## config.mk

```make
export PLATFORM = sky130hd
export DESIGN_NAME = pwm_bank
export DESIGN_NICKNAME = d
export VERILOG_FILES = /design/src/rtl/pwm_bank_pkg.sv /design/src/rtl/pwm_bank_tick.sv /design/src/rtl/pwm_bank_chan.sv /design/src/rtl/pwm_bank_regs.sv /design/src/rtl/pwm_bank.sv
export SDC_FILE = /design/constraint.sdc
export NUM_CORES = 1
export LEC_CHECK = 0
export ABC_AREA = 0
export BUFFER_PORTS_ARGS = -buffer_cell sky130_fd_sc_hd__buf_4
export CAP_MARGIN = 30
export CORE_ASPECT_RATIO = 1.1
export CORE_MARGIN = 2
export CORE_UTILIZATION = 48
export DETAILED_ROUTE_END_ITERATION = 8
export GPL_TIMING_DRIVEN = 1
export PLACE_DENSITY = 0.68
export SYNTH_ARGS = -nofsm -noshare
export SYNTH_HDL_FRONTEND = slang
export SYNTH_HIERARCHICAL = 1
export SYNTH_SLANG_ARGS = --single-unit
```

## constraint.sdc

```tcl
create_clock -name clk -period 2.9 [get_ports clk]
set_clock_uncertainty 0.1 [all_clocks]
set_input_delay 0.145 -clock clk [delete_from_list [all_inputs] [get_ports clk]]
set_output_delay 0.145 -clock clk [all_outputs]
set_load 0.005 [all_outputs]
```

## src/rtl/pwm_bank_pkg.sv

```systemverilog
package pwm_bank_pkg;

    localparam int DUTY_W     = 10;
    localparam int FREQ_W     = 4;
    localparam int PRE_W      = 6;
    localparam int RATIO_BASE = 32;
    localparam int REG_W      = 8;

    localparam logic [DUTY_W-1:0] DUTY_LAST = '1;

    typedef enum logic [0:0] {
        CH_IDLE = 1'b0,
        CH_RUN  = 1'b1
    } ch_state_e;

endpackage

```

## src/rtl/pwm_bank_tick.sv

```systemverilog
module pwm_bank_tick
    import pwm_bank_pkg::*;
(
    input  logic              clk,
    input  logic              rst_n,
    input  logic              hold,
    input  logic [FREQ_W-1:0] code,
    output logic [PRE_W-1:0]  count,
    output logic              tick
);

    logic [PRE_W-1:0] last;

    // ratio is RATIO_BASE - code, so the final count value is one less
    always_comb last = PRE_W'(RATIO_BASE - 1) - PRE_W'(code);
    always_comb tick = !hold && (count == last);

    always_ff @(posedge clk) begin
        if (!rst_n) begin
            count <= '0;
        end else if (hold || (count == last)) begin
            count <= '0;
        end else begin
            count <= count + PRE_W'(1);
        end
    end

endmodule

```

## src/rtl/pwm_bank_chan.sv

```systemverilog
module pwm_bank_chan
    import pwm_bank_pkg::*;
(
    input  logic              clk,
    input  logic              rst_n,
    input  logic              en_i,
    input  logic [DUTY_W-1:0] duty_sh_i,
    input  logic [FREQ_W-1:0] freq_sh_i,
    output logic              pwm_o,
    output logic              run_o,
    output logic              wrap_o,
    output logic [DUTY_W-1:0] quant_o,
    output logic [DUTY_W-1:0] duty_act_o,
    output logic [FREQ_W-1:0] freq_act_o,
    output logic [PRE_W-1:0]  pre_o
);

    ch_state_e         state_q, state_d;
    logic [DUTY_W-1:0] quant_q;
    logic [DUTY_W-1:0] duty_act_q;
    logic [FREQ_W-1:0] freq_act_q;
    logic              tick;
    logic [PRE_W-1:0]  pre_cnt;

    pwm_bank_tick u_tick (
        .clk   (clk),
        .rst_n (rst_n),
        .hold  (state_q != CH_RUN),
        .code  (freq_act_q),
        .count (pre_cnt),
        .tick  (tick)
    );

    // state register
    always_ff @(posedge clk) begin
        if (!rst_n) begin
            state_q <= CH_IDLE;
        end else begin
            state_q <= state_d;
        end
    end

    // transitions: START, STOP, WRAP (self loop in CH_RUN)
    always_comb begin
        state_d = state_q;
        unique case (state_q)
            CH_IDLE: state_d = en_i ? CH_RUN : CH_IDLE;
            CH_RUN:  state_d = en_i ? CH_RUN : CH_IDLE;
            default: state_d = CH_IDLE;
        endcase
    end

    // quantum counter and working copies of the shadow values
    always_ff @(posedge clk) begin
        if (!rst_n) begin
            quant_q    <= '0;
            duty_act_q <= '0;
            freq_act_q <= '0;
        end else begin
            unique case (state_q)
                CH_IDLE: begin
                    if (en_i) begin
                        quant_q    <= '0;
                        duty_act_q <= duty_sh_i;
                        freq_act_q <= freq_sh_i;
                    end
                end
                CH_RUN: begin
                    if (tick) begin
                        if (quant_q == DUTY_LAST) begin
                            quant_q    <= '0;
                            duty_act_q <= duty_sh_i;
                            freq_act_q <= freq_sh_i;
                        end else begin
                            quant_q <= quant_q + DUTY_W'(1);
                        end
                    end
                end
                default: quant_q <= '0;
            endcase
        end
    end

    // outputs
    always_comb begin
        run_o      = (state_q == CH_RUN);
        pwm_o      = en_i && run_o && (quant_q <= duty_act_q);
        wrap_o     = run_o && tick && (quant_q == DUTY_LAST);
        quant_o    = quant_q;
        duty_act_o = duty_act_q;
        freq_act_o = freq_act_q;
        pre_o      = pre_cnt;
    end

endmodule

```

## src/rtl/pwm_bank_regs.sv

```systemverilog
module pwm_bank_regs
    import pwm_bank_pkg::*;
#(
    parameter int NUM_CH = 4,
    parameter int ADDR_W = 4
) (
    input  logic                              clk,
    input  logic                              rst_n,
    input  logic [ADDR_W-1:0]                 addr,
    input  logic [REG_W-1:0]                  wdata,
    input  logic                              we,
    output logic [REG_W-1:0]                  rdata,
    output logic [NUM_CH-1:0][DUTY_W-1:0]     duty_o,
    output logic [NUM_CH-1:0][FREQ_W-1:0]     freq_o,
    output logic [NUM_CH-1:0]                 en_o
);

    localparam int EN_ADDR = 2 * NUM_CH;
    localparam int HI_W    = DUTY_W - 8;

    logic [NUM_CH-1:0] en_q;

    for (genvar n = 0; n < NUM_CH; n++) begin : g_ch
        logic [DUTY_W-1:0] duty_q;
        logic [FREQ_W-1:0] freq_q;

        always_ff @(posedge clk) begin
            if (!rst_n) begin
                duty_q <= '0;
                freq_q <= '0;
            end else if (we && (addr == ADDR_W'(2 * n))) begin
                duty_q[7:0] <= wdata;
            end else if (we && (addr == ADDR_W'(2 * n + 1))) begin
                duty_q[DUTY_W-1:8] <= wdata[HI_W-1:0];
                freq_q             <= wdata[REG_W-1:REG_W-FREQ_W];
            end
        end

        assign duty_o[n] = duty_q;
        assign freq_o[n] = freq_q;
    end

    always_ff @(posedge clk) begin
        if (!rst_n) begin
            en_q <= '0;
        end else if (we && (addr == ADDR_W'(EN_ADDR))) begin
            en_q <= wdata[NUM_CH-1:0];
        end
    end

    assign en_o = en_q;

    always_comb begin
        rdata = '0;
        for (int n = 0; n < NUM_CH; n++) begin
            if (addr == ADDR_W'(2 * n)) begin
                rdata = duty_o[n][7:0];
            end else if (addr == ADDR_W'(2 * n + 1)) begin
                rdata = {freq_o[n], 2'b00, duty_o[n][DUTY_W-1:8]};
            end
        end
        if (addr == ADDR_W'(EN_ADDR)) begin
            rdata = REG_W'(en_q);
        end
    end

endmodule

```

## src/rtl/pwm_bank.sv

```systemverilog
module pwm_bank
    import pwm_bank_pkg::*;
#(
    parameter  int NUM_CH = 4,
    localparam int ADDR_W = $clog2(2 * NUM_CH + 1)
) (
    input  logic              clk,
    input  logic              rst_n,
    input  logic [ADDR_W-1:0] reg_addr,
    input  logic [REG_W-1:0]  reg_wdata,
    input  logic              reg_we,
    output logic [REG_W-1:0]  reg_rdata,
    output logic [NUM_CH-1:0] pwm_o
);

    logic [NUM_CH-1:0][DUTY_W-1:0] duty_sh;
    logic [NUM_CH-1:0][FREQ_W-1:0] freq_sh;
    logic [NUM_CH-1:0]             en_v;
    logic [NUM_CH-1:0]             run_v;
    logic [NUM_CH-1:0]             wrap_v;
    logic [NUM_CH-1:0][DUTY_W-1:0] quant_v;
    logic [NUM_CH-1:0][DUTY_W-1:0] dact_v;
    logic [NUM_CH-1:0][FREQ_W-1:0] fact_v;
    logic [NUM_CH-1:0][PRE_W-1:0]  pre_v;

    pwm_bank_regs #(
        .NUM_CH (NUM_CH),
        .ADDR_W (ADDR_W)
    ) u_regs (
        .clk    (clk),
        .rst_n  (rst_n),
        .addr   (reg_addr),
        .wdata  (reg_wdata),
        .we     (reg_we),
        .rdata  (reg_rdata),
        .duty_o (duty_sh),
        .freq_o (freq_sh),
        .en_o   (en_v)
    );

    for (genvar n = 0; n < NUM_CH; n++) begin : g_chan
        pwm_bank_chan u_chan (
            .clk        (clk),
            .rst_n      (rst_n),
            .en_i       (en_v[n]),
            .duty_sh_i  (duty_sh[n]),
            .freq_sh_i  (freq_sh[n]),
            .pwm_o      (pwm_o[n]),
            .run_o      (run_v[n]),
            .wrap_o     (wrap_v[n]),
            .quant_o    (quant_v[n]),
            .duty_act_o (dact_v[n]),
            .freq_act_o (fact_v[n]),
            .pre_o      (pre_v[n])
        );
    end

endmodule

```

After elaboration in Yosys (flattened, before gate mapping)
Cells that the tools add are included.
{"block": "word_totals", "register_bits": 184, "latch_bits": 0, "mem_bits_rw": 0, "mem_bits_ro": 0, "inputBits": 15, "wordCells": 189, "memories": 0}
{"block": "op_classes", "add_sub_neg": 12, "mul": 0, "div_mod_pow": 0, "n_lt_le_gt_ge": 4, "n_eq_ne": 28, "n_shift": 0, "n_mux": 61, "bitwise": 9, "reduce_logical": 42}
{"cell": "$mux W10", "n": 24}
{"cell": "$pmux W10 S2", "n": 8}
{"cell": "$mux W8", "n": 9}
{"cell": "$mux W4", "n": 12}
{"cell": "$add A10 B1 Y10 const B", "n": 4}
{"cell": "$eq A10 B10 Y1 const B", "n": 4}
{"cell": "$le A10 B10 Y1", "n": 4}
{"cell": "$pmux W4 S2", "n": 4}
{"cell": "$add A6 B1 Y6 const B", "n": 4}
{"cell": "$eq A6 B6 Y1", "n": 4}
{"cell": "$ne A2 B2 Y1 const B", "n": 12}
{"cell": "$sub A5 B4 Y6 const A", "n": 4}
{"cell": "$logic_and A1 B1 Y1", "n": 21}
{"cell": "$eq A4 B3 Y1 const B", "n": 4}
{"cell": "$reduce_and A2 Y1", "n": 8}
{"cell": "$reduce_and A3 Y1", "n": 4}
{"cell": "$not A1 Y1", "n": 9}
{"cell": "$eq A4 B2 Y1 const B", "n": 2}
{"cell": "$reduce_or A2 Y1", "n": 4}
{"cell": "$eq A4 B1 Y1 const B", "n": 1}
{"cell": "$eq A4 B4 Y1 const B", "n": 1}
{"cell": "$logic_not A4 Y1", "n": 1}
{"cell": "$logic_or A1 B1 Y1", "n": 4}
{"cell": "$mux W1", "n": 4}

Longest topological paths before layout
Gate-level depths: netlist of run 1.
{"block": "logic_depth", "word_depth": 10, "ltp_mapped": 9, "depth_no_buf": 7}

Cells and area by module
Netlist of run 1, hierarchy kept.
{"mod": "pwm_bank_chan (g_chan[0].u_chan ...)", "instances": 3, "cells_each": 153, "area_each_um2": 1342.5}
{"mod": "pwm_bank_regs", "instances": 1, "cells_each": 324, "area_each_um2": 3050.4}
{"mod": "pwm_bank_chan (g_chan[2].u_chan)", "instances": 1, "cells_each": 161, "area_each_um2": 1335.0}
{"mod": "pwm_bank_tick (g_chan[0].u_chan.u_tick ...)", "instances": 3, "cells_each": 32, "area_each_um2": 327.8}
{"mod": "pwm_bank_tick (g_chan[2].u_chan.u_tick)", "instances": 1, "cells_each": 31, "area_each_um2": 324.1}

Worst setup path before layout of run 1
OpenSTA, ideal clock, no wires.
{"block": "synth_path", "kind": "register -> register", "startpoint": "register g_chan[2].u_chan.u_tick.count[3]", "endpoint": "register g_chan[2].u_chan.duty_act_q[8]", "t_arrival_ps": 1874, "setup_slack_ps": 804, "stages_incl_launch_ff": 10, "cell_sequence": "dfxtp_1 > xnor2_1 > nor4_4 > and3b_1 > mux2_4 > a41oi_2 > buf_6 > buf_6 > nand3_1 > o21ai_0"}
{"block": "synth_via", "elab_chain_len": 4}
{"element": "from (decl)", "line_no": "pwm_bank_tick.sv:8", "text": "output logic [PRE_W-1:0] count,"}
{"element": "from (signal assigned)", "line_no": "pwm_bank_tick.sv:24", "text": "count <= count + PRE_W'(1);"}
{"element": "$eq A6 B6 Y1", "line_no": "pwm_bank_tick.sv:16", "text": "always_comb tick = !hold && (count == last);"}
{"element": "$logic_and A1 B1 Y1", "line_no": "pwm_bank_tick.sv:16"}
{"element": "net g_chan[2].u_chan.tick", "line_no": "pwm_bank_chan.sv:22", "text": "logic tick;"}
{"element": "$ne A2 B2 Y1 (no line)"}
{"element": "$reduce_and A3 Y1 (no line)"}
{"element": "to (signal assigned)", "line_no": "pwm_bank_chan.sv:64", "text": "duty_act_q <= duty_sh_i;"}
{"element": "to (signal assigned)", "line_no": "pwm_bank_chan.sv:72", "text": "duty_act_q <= duty_sh_i;"}
{"element": "to (decl)", "line_no": "pwm_bank_chan.sv:20", "text": "logic [DUTY_W-1:0] duty_act_q;"}
The timed path passes the listed nets, and every way through them passes these cells.
A chain may end at the register's enable or synchronous reset.

Final worst setup path of run 1
{"block": "layout_path", "startpoint": "register g_chan[0].u_chan.quant_q[5]", "endpoint": "output pwm_o[0]"}
{"block": "layout_via", "elab_chain_len": 2}
{"element": "from (decl)", "line_no": "pwm_bank_chan.sv:19", "text": "logic [DUTY_W-1:0] quant_q;"}
{"element": "from (signal assigned)", "line_no": "pwm_bank_chan.sv:75", "text": "quant_q <= quant_q + DUTY_W'(1);"}
{"element": "$le A10 B10 Y1", "line_no": "pwm_bank_chan.sv:87", "text": "pwm_o = en_i && run_o && (quant_q <= duty_act_q);"}
{"element": "$logic_and A1 B1 Y1", "line_no": "pwm_bank_chan.sv:87"}
{"element": "to (decl)", "line_no": "pwm_bank.sv:13", "text": "output logic [NUM_CH-1:0] pwm_o"}
No other way between the ends.

==> impl_metrics.toml, run 1 <==
[clock_network]
clock_sink_count = 184
clk_root_buffer_cell = "clkbuf_16"
tritoncts = "done"
ctsResizeCount = 0
cts.path.max_buffers = 2
clkLatencyLatePin_ps = 430
h_tree_depth = 4
clk_transition_reported_paths_ps = 60
cts_inserted_buffers = 17

[min_path]
worst_hold_path.endpoint = "g_chan[2].u_chan/quant_o[1]"
startpoint_of_the_most_critical_hold_path = "rst_n"
min-delay-path-class = "input port to register"
worstHoldPathCells = 2

[critical_path]
worstSetupPathType = "register to output port"
crit_required_ps = 2650
setup.worst_path.start_class = "register"
worst_r2r_path_depth = 8
worstPathMaxFanout = 5
crit-reg2reg-launch = "g_chan[2].u_chan/u_tick/count[3]"
endpoint_arrival_time_on_the_critical_path_ps = 2150
reg_to_reg_slack_setup_ps = 550
cp_endpoint_kind = "output port"
worst_r2r_endpoint = "g_chan[2].u_chan/duty_act_o[2]"

[timing]
finalSetupViolCount = 0
unrepaired_setup_endpoints_after_global_routing = "false"
timing.max_slew.rel_slack = 0.3397
period_share = 0.8270
finalHoldWorstSlack_ps = 116.1
final_hold_violations = 0
report.final.slew_viol_count = 0
fin_ws_ps = 501.7
timing.fmax_mhz = 417.0
totalNegativeSetupSlack_ps = 0
final_period_minus_worst_setup_slack_ps = 2398
tightest_slew_ps = 990.5

[layout]
layout_common_cells = "184 x dfxtp_1, 147 x nand2_1, 94 x mux2i_1"
area_delta_synth_final_pct = 10.39
layout.nets = 1144
post-route-cell-area_um2 = 10730
fillers = 1890
antennaDiodeCount = 0
postLayoutCoreUtil = 0.5400
finalNonFillerCells = 1346
seqCellArea_um2 = 3684
layout_commonest_cell = "dfxtp_1"
share_of_post_route_cells_with_drive_strength_above_1 = 0.1005
multi_input_comb_area_um2 = 5532

[die]
core_region_area_um2 = 19860
dieWidth_um = 139.7
floorplan.initialDensity = 0.4892
fp.dieH_um = 153.2
core.rowCount = 54
design.portCount = 27
design.die.area_um2 = 21400

[routing]
route.detailed.wl_per_inst_um = 16.13
met2_length_mm = 10.30
drc_errors = 0
firstDrtPassIters = 5
detail-route-antenna-nets = 0
highest-signal-layer = "met4"
via_count = 7516
routedLengthMet1_mm = 9.931
ratio_of_routed_vias_to_standard_cells = 5.584
met3_wirelength_um = 937
initialDrtViolationCount = 597
wl_mm = 21.71

[synth]
syn_area_per_cell_um2 = 9.081
post_synth_instance_area_um2 = 9717
synth_cells = 1070
synthesis.nets = 1133
yosysWarningCount = 6

[power_and_ir_drop]
power.static_leakage_nw = 4.252
power.density_nw_per_um2 = 482.7
total_power_mw = 5.178
worst_ir_drop_vdd_mv = 0.4153

[run_status]
run_status = "finished clean"

[grt]
grt_start_max_net_pins = 62
globalRouteOverflowTotal = 0
number_of_antenna_violations_at_the_first_check_in_global_routing = 0
grt_pass1_vias = 7043
groute.usage.overall = 0.2052
global_route_wire_length_before_repair_mm = 35.69

[place]
place_hpwl_mm = 15.43
place.detailed.instances = 1303
number_of_port_buffers = 26
post_dp_cell_area_um2 = 9998
placement.setup.worst_slack_ps = 538.0
gp_congestion = 0.8825

[run]
maxCapViolations = 0
metal layers:
metal,vias up,track usage
li1,3755,-
met5,-,0
met3,34,0.04386
met1,3565,0.2698
met4,0,0.08429
met2,162,0.3291
critical path: stages (launching register included):
cell,delay [ps]
dfxtp_1,440
ha_1,280
and3_1,200
a221oi_1,310
a21oi_1,120
o32ai_1,190
buf_4,180
registers in the layout, summed over array words and instances (netlist names):
signal and flops:
g_chan.u_chan/quant_o 40, g_chan.u_chan/u_tick/count 24, g_chan.u_chan/run_o 4, g_chan.u_chan/freq_act_o 16, u_regs/en_o 4, u_regs/g_ch.duty_q 40
g_chan.u_chan/duty_act_o 40, u_regs/g_ch.freq_q 16
layout make-up:
cell class,instances,share of cell area
repair buffers,42,0.03523
well taps,252,0.02939
inverters,56,0.01960
flip-flops and latches,184,0.3434
multi-input cells,780,0.5157
clock buffers,23,0.04643
clock inverters,9,0.01026
power breakdown:
| group | leakage [nW] | internal [mW] | switching, mW |
|---|---|---|---|
| clock network | 0.305 | 1.39 | 0.989 |
| logic | 2.46 | 0.0880 | 0.155 |
| registers | 1.48 | 2.54 | 0.0140 |
| total | 4.25 | 4.02 | 1.16 |
worst max path at each step:
stage | slack [ps] | to | depth (start not counted) | startpoint
floorplan | 800 | g_chan[2].u_chan/duty_act_o[8] | 9 | g_chan[2].u_chan/u_tick/count[3]
global placement | 610 | g_chan[2].u_chan/quant_o[7] | 8 | g_chan[2].u_chan/u_tick/count[3]
detailed placement | 540 | g_chan[3].u_chan/duty_act_o[7] | 7 | g_chan[3].u_chan/u_tick/count[3]
CTS | 480 | pwm_o[0] | 6 | g_chan[0].u_chan/quant_o[5]
global route | 370 | g_chan[2].u_chan/duty_act_o[2] | 8 | g_chan[2].u_chan/u_tick/count[3]
finish | 500 | pwm_o[0] | 6 | g_chan[0].u_chan/quant_o[5]
what timing repair did:
item | in CTS | in global routing
setup buffers | 0 | 0
hold buffers | 9 | 0
hold endpoints to repair | 35 | 0
(Power assumes the default switching activity.)
==> inputs of run 2 (changes only) <==
Settings changed: PLACE_DENSITY 0.68 to 0.7.
Clock period 2.9 ns to 2 ns, I/O delays scaled along.
==> run 2 against run 1 <==
Effect of this change:
- the run now ends with setup timing left
- critical path depth up 1
- combinational power up 62%
- cell count up 5.9%
- first-iteration DRC count down 15%
- register-to-register slack worse by 590 ps
- sequential power up 45%
- total power up 41%
- die area unchanged
- cell area up 13%
- global-route usage up 1.2 points
- non-clock buffer count up 79
- highest routed layer unchanged
==> impl_metrics.toml, run 2 (synthesis results as in run 1) <==
[run_status]
run_status = "complete, but fails checks"
failed_checks = "setup timing"

[clock_network]
cts.path.max_buffers = 2
clk_transition_reported_paths_ps = 70
clk_root_buffer_cell = "clkbuf_16"
clock_sink_count = 184
h_tree_depth = 4
cts_inserted_buffers = 17
tritoncts = "done"
clkLatencyLatePin_ps = 440

[timing]
timing.max_slew.rel_slack = 0.6432
final_period_minus_worst_setup_slack_ps = 2204
unrepaired_setup_endpoints_after_global_routing = "true"
fin_ws_ps = -203.8
final_hold_violations = 0
timing.fmax_mhz = 453.8
period_share = 1.102
report.final.slew_viol_count = 0
finalSetupViolCount = 21
tightest_slew_ps = 532.9

[die]
design.portCount = 27
dieWidth_um = 139.7
fp.dieH_um = 153.2
design.die.area_um2 = 21400
core_region_area_um2 = 19860
floorplan.initialDensity = 0.4892
core.rowCount = 54

[critical_path]
cp_endpoint_kind = "output port"
setup.worst_path.start_class = "register"
crit_required_ps = 1800
worstPathMaxFanout = 3
worstSetupPathType = "register to output port"
endpoint_arrival_time_on_the_critical_path_ps = 2000

[grt]
number_of_antenna_violations_at_the_first_check_in_global_routing = 0
grt_start_max_net_pins = 71
grt_pass1_vias = 7603
groute.usage.overall = 0.2175
globalRouteOverflowTotal = 0
global_route_wire_length_before_repair_mm = 38.14

[routing]
ratio_of_routed_vias_to_standard_cells = 5.585
firstDrtPassIters = 6
drc_errors = 0
via_count = 7959
initialDrtViolationCount = 510
route.detailed.wl_per_inst_um = 16.98
wl_mm = 24.20
detail-route-antenna-nets = 0

[place]
number_of_port_buffers = 26
place_hpwl_mm = 16.14
placement.setup.worst_slack_ps = 12.27
gp_congestion = 0.9026

[layout]
layout.nets = 1223
fillers = 1694
seqCellArea_um2 = 3770
share_of_post_route_cells_with_drive_strength_above_1 = 0.3026
multi_input_comb_area_um2 = 6222
postLayoutCoreUtil = 0.6119
layout_common_cells = "147 x nand2_1, 129 x dfxtp_1, 98 x buf_4"
area_delta_synth_final_pct = 25.08
layout_commonest_cell = "nand2_1"
antennaDiodeCount = 0

[power_and_ir_drop]
power.static_leakage_nw = 4.779
power.density_nw_per_um2 = 602.1
worst_ir_drop_vdd_mv = 0.6683

[run]
maxCapViolations = 0

[min_path]
min-delay-path-class = "input port to register"
==> run 2: cell count changes in the layout (fill, tap and decap cells not counted), sizes merged <==
cell         previous run  this run
clkinv                  3         2
dlygate4sd3             9        10
clkbuf                 23        20
buf                    33       108
bufinv                  2         0
inv                    60        66
clkinvlp                0         3
==> run 2: layout make-up <==
type	count	share of cell area
Multi-Input combinational cell	780	0.5119
Tap cell	252	0.02594
Clock buffer	17	0.03500
Inverter	56	0.01729
Clock inverter	15	0.01081
Timing Repair Buffer	121	0.08884
Sequential cell	184	0.3102
==> run 2: what timing repair did <==
item | in CTS | in global routing
hold buffers | 10 | 0
setup endpoints to repair | 13 | 88
pin swaps | 22 | 53
buffers inserted | 5 | 16
gates cloned | 0 | 4
gates resized for setup | 68 | 112
hold endpoints to repair | 65 | 0
==> run 2: metal layers <==
layer | GRT usage | up-vias | routed length, µm | share of wire
met5 | 0 | - | 0 | 0
met4 | 0.08000 | 0 | 615 | 0.025
met3 | 0.03102 | 37 | 876 | 0.036
met1 | 0.2834 | 3848 | 10580 | 0.44
met2 | 0.3679 | 155 | 12140 | 0.50
li1 | - | 3919 | - | -
==> run 2: path summary, 6_finish.rpt <==
check	from	end	slack [ps]	cells past startpoint
setup / recovery	g_chan[0].u_chan/duty_act_o[3]	pwm_o[0]	-200	7
hold / removal	reg_addr[1]	u_regs/en_o[1]	120	4
setup reg to reg	g_chan[2].u_chan/u_tick/count[2]	g_chan[2].u_chan/freq_act_o[2]	-40	9
hold reg to reg	g_chan[3].u_chan/duty_act_o[2]	g_chan[3].u_chan/duty_act_o[2]	360	2
==> run 2: per-stage QoR <==
stage	std cells	total power, mW	setup TNS [ps]	hold slack, ps	instance area, µm²
after floorplan	1070	4.022	-430.0	144.9	9829
after CTS	1405	7.369	-287.7	101.0	11560
after global placement	1358	4.130	0	327.6	10550
after detailed placement	1358	4.132	0	331.0	10550
final	1425	7.319	-729.4	117.0	12150
after global routing	1425	7.557	-6552	137.5	12150
==> run 2: worst max-delay path, cell delays in order, from the launching register on <==
cell and delay (ps):
dfxtp_2 340, inv_2 40, ha_4 210, a21o_1 190
a221oi_4 330, a21oi_2 110, o32ai_2 180, buf_4 170
==> run 2: power breakdown <==
part	switching (mW)	internal, mW	total, mW
Clock	1.59	1.64	3.24
Sequential	0.0202	3.67	3.69
Combinational	0.243	0.149	0.393
==> inputs of run 3 (changes only) <==
Settings changed: CORE_UTILIZATION 48 to 41, PLACE_DENSITY 0.7 to 0.62.
==> run 3 against run 2 <==
Effect of this change:
- the flow still finishes with violations (setup timing)
- count of clock-buffer cells in the layout rose by 2
- non-clock buffer count fell by 6
- sequential share of layout area fell by 0.20 points
- first-iteration DRC count down 3.9%
- sequential power about the same
- worst hold slack gained 34 ps
- cell area grew 0.37%
- core utilization shrank 9.2 points
- total power up 4.9%
- combinational power about the same
- critical endpoint is now pwm_o[3]
- largest power group unchanged
==> impl_metrics.toml, run 3 (synthesis results as in run 1) <==
[critical_path]
endpoint_arrival_time_on_the_critical_path_ps = 1920
worstPathCellList = "inv_2 -> ha_4 -> a21o_1 -> a221oi_2 -> a21oi_1 -> o32ai_2 -> buf_4"
worstSetupPathType = "register to output port"
cp_endpoint_kind = "output port"
cp_slowest_cell = "dfxtp_2"
worstPathMaxFanout = 3
worstPathBufferInverterCount = 2
crit_required_ps = 1800
timing.critical_path.slowest_cell_delay_ps = 340
setup.worst_path.start_class = "register"
critical_path.top_delay_family = "compound AO/OA/AOI/OAI gates"
reg_to_reg_slack_setup_ps = -30

[grt]
global_route_wire_length_before_repair_mm = 38.56
groute.usage.overall = 0.1957
grt_start_max_net_pins = 78
number_of_antenna_violations_at_the_first_check_in_global_routing = 0
globalRouteOverflowTotal = 0
grt_pass1_vias = 7643

[run_status]
failed_checks = "setup timing"
run_status = "complete, but fails checks"

[clock_network]
cts.path.max_buffers = 2
cts_inserted_buffers = 17
h_tree_depth = 4
clock_sink_count = 184
clkLatencyLatePin_ps = 440
tritoncts = "done"
clk_transition_reported_paths_ps = 70
clk_root_buffer_cell = "clkbuf_16"

[place]
gp_congestion = 0.8619
post_dp_cell_area_um2 = 10660
number_of_port_buffers = 26
place_hpwl_mm = 16.68

[timing]
report.final.slew_viol_count = 0
finalSetupViolCount = 9
unrepaired_setup_endpoints_after_global_routing = "true"
fin_ws_ps = -123.7
timing.fmax_mhz = 470.9
totalNegativeSetupSlack_ps = -445.2
final_period_minus_worst_setup_slack_ps = 2124
timing.max_slew.rel_slack = 0.5727
period_share = 1.062
tightest_slew_ps = 638.3
final_hold_violations = 0

[die]
dieWidth_um = 150.8
floorplan.initialDensity = 0.4139
design.portCount = 27
fp.dieH_um = 165.5
design.die.area_um2 = 24950
core_region_area_um2 = 23480
core.rowCount = 59

[power_and_ir_drop]
clock_share_of_power = 0.468
power.static_leakage_nw = 4.738
total_switching_power_mw = 1.748
worst_ir_drop_vdd_mv = 0.6052
switching_share = 0.2276
total_power_mw = 7.680
power_frac_comb = 0.051
seq_power_share = 0.481
power.density_nw_per_um2 = 629.6
cellInternalPower_mw = 5.932

[run]
maxCapViolations = 0

[routing]
route.detailed.wl_per_inst_um = 16.33
firstDrtPassIters = 5
wl_mm = 24.03
ratio_of_routed_vias_to_standard_cells = 5.321
drc_errors = 0
initialDrtViolationCount = 490
detail-route-antenna-nets = 0
via_count = 7832

[layout]
share_of_post_route_cells_with_drive_strength_above_1 = 0.2939
post-route-cell-area_um2 = 12200
area_delta_synth_final_pct = 25.55
layout_commonest_cell = "nand2_1"
antennaDiodeCount = 0
layout.nets = 1217
layout_common_cells = "147 x nand2_1, 129 x dfxtp_1, 94 x buf_4"

[min_path]
min-delay-path-class = "input port to register"
-- run 3: power groups by stage --
stage	logic, mW	registers (mW)	clock network, mW
floorplan	0.249	3.77	0
detailed placement	0.354	3.78	0
CTS	0.371	3.70	3.66
global route	0.421	3.70	3.82
global placement	0.353	3.78	0
finish	0.393	3.70	3.59
-- run 3: worst min-delay path: stages --
cell and delay, ps:
buf_4 180, nor4b_4 190, nand3_1 90, a21boi_0 60
-- run 3: metrics by stage --
stage	setup slack (ps)	hold WS [ps]	utilization	std cells
floorplan	-17.84	144.9	-	1070
global placement	45.03	343.6	0.4540	1416
detailed placement	-8.344	343.9	0.4540	1416
CTS	-162.7	109.8	0.4954	1459
global route	-251.4	157.9	0.5197	1472
finish	-123.7	150.5	0.5197	1472
-- run 3: layout make-up --
cell class	count	area (µm²)
Timing Repair Buffer	115	973.4
Inverter	56	210.2
Tap cell	305	381.6
Fill cell	2185	11280
Clock inverter	13	192.7
Multi-Input combinational cell	780	6248
Sequential cell	184	3760
Clock buffer	19	432.9
-- run 3: path summary, 6_finish.rpt --
path | endpoint | depth (start not counted) | start
worst max-delay path | pwm_o[3] | 7 | g_chan[3].u_chan/duty_act_o[3]
worst max register to register | g_chan[2].u_chan/duty_act_o[4] | 9 | g_chan[2].u_chan/u_tick/count[2]
worst min-delay path | u_regs/en_o[3] | 4 | reg_addr[3]
worst min register to register | g_chan[2].u_chan/duty_act_o[2] | 2 | g_chan[2].u_chan/duty_act_o[2]
-- run 3: layer usage --
layer,track usage,up-vias,wire length (µm)
li1,-,3899,-
met1,0.2434,3733,10770
met2,0.3376,157,11760
met3,0.03407,43,874
met4,0.07477,0,629
met5,0,-,0
-- run 3: timing repair --
action | 4_1_cts | 5_1_grt
endpoints found under the setup margin | 12 | 91
buffers inserted | 1 | 11
endpoints found under the hold margin | 65 | 0
hold buffers | 10 | 0
gates cloned | 0 | 3
gates resized for setup | 44 | 137
pin swaps | 18 | 57
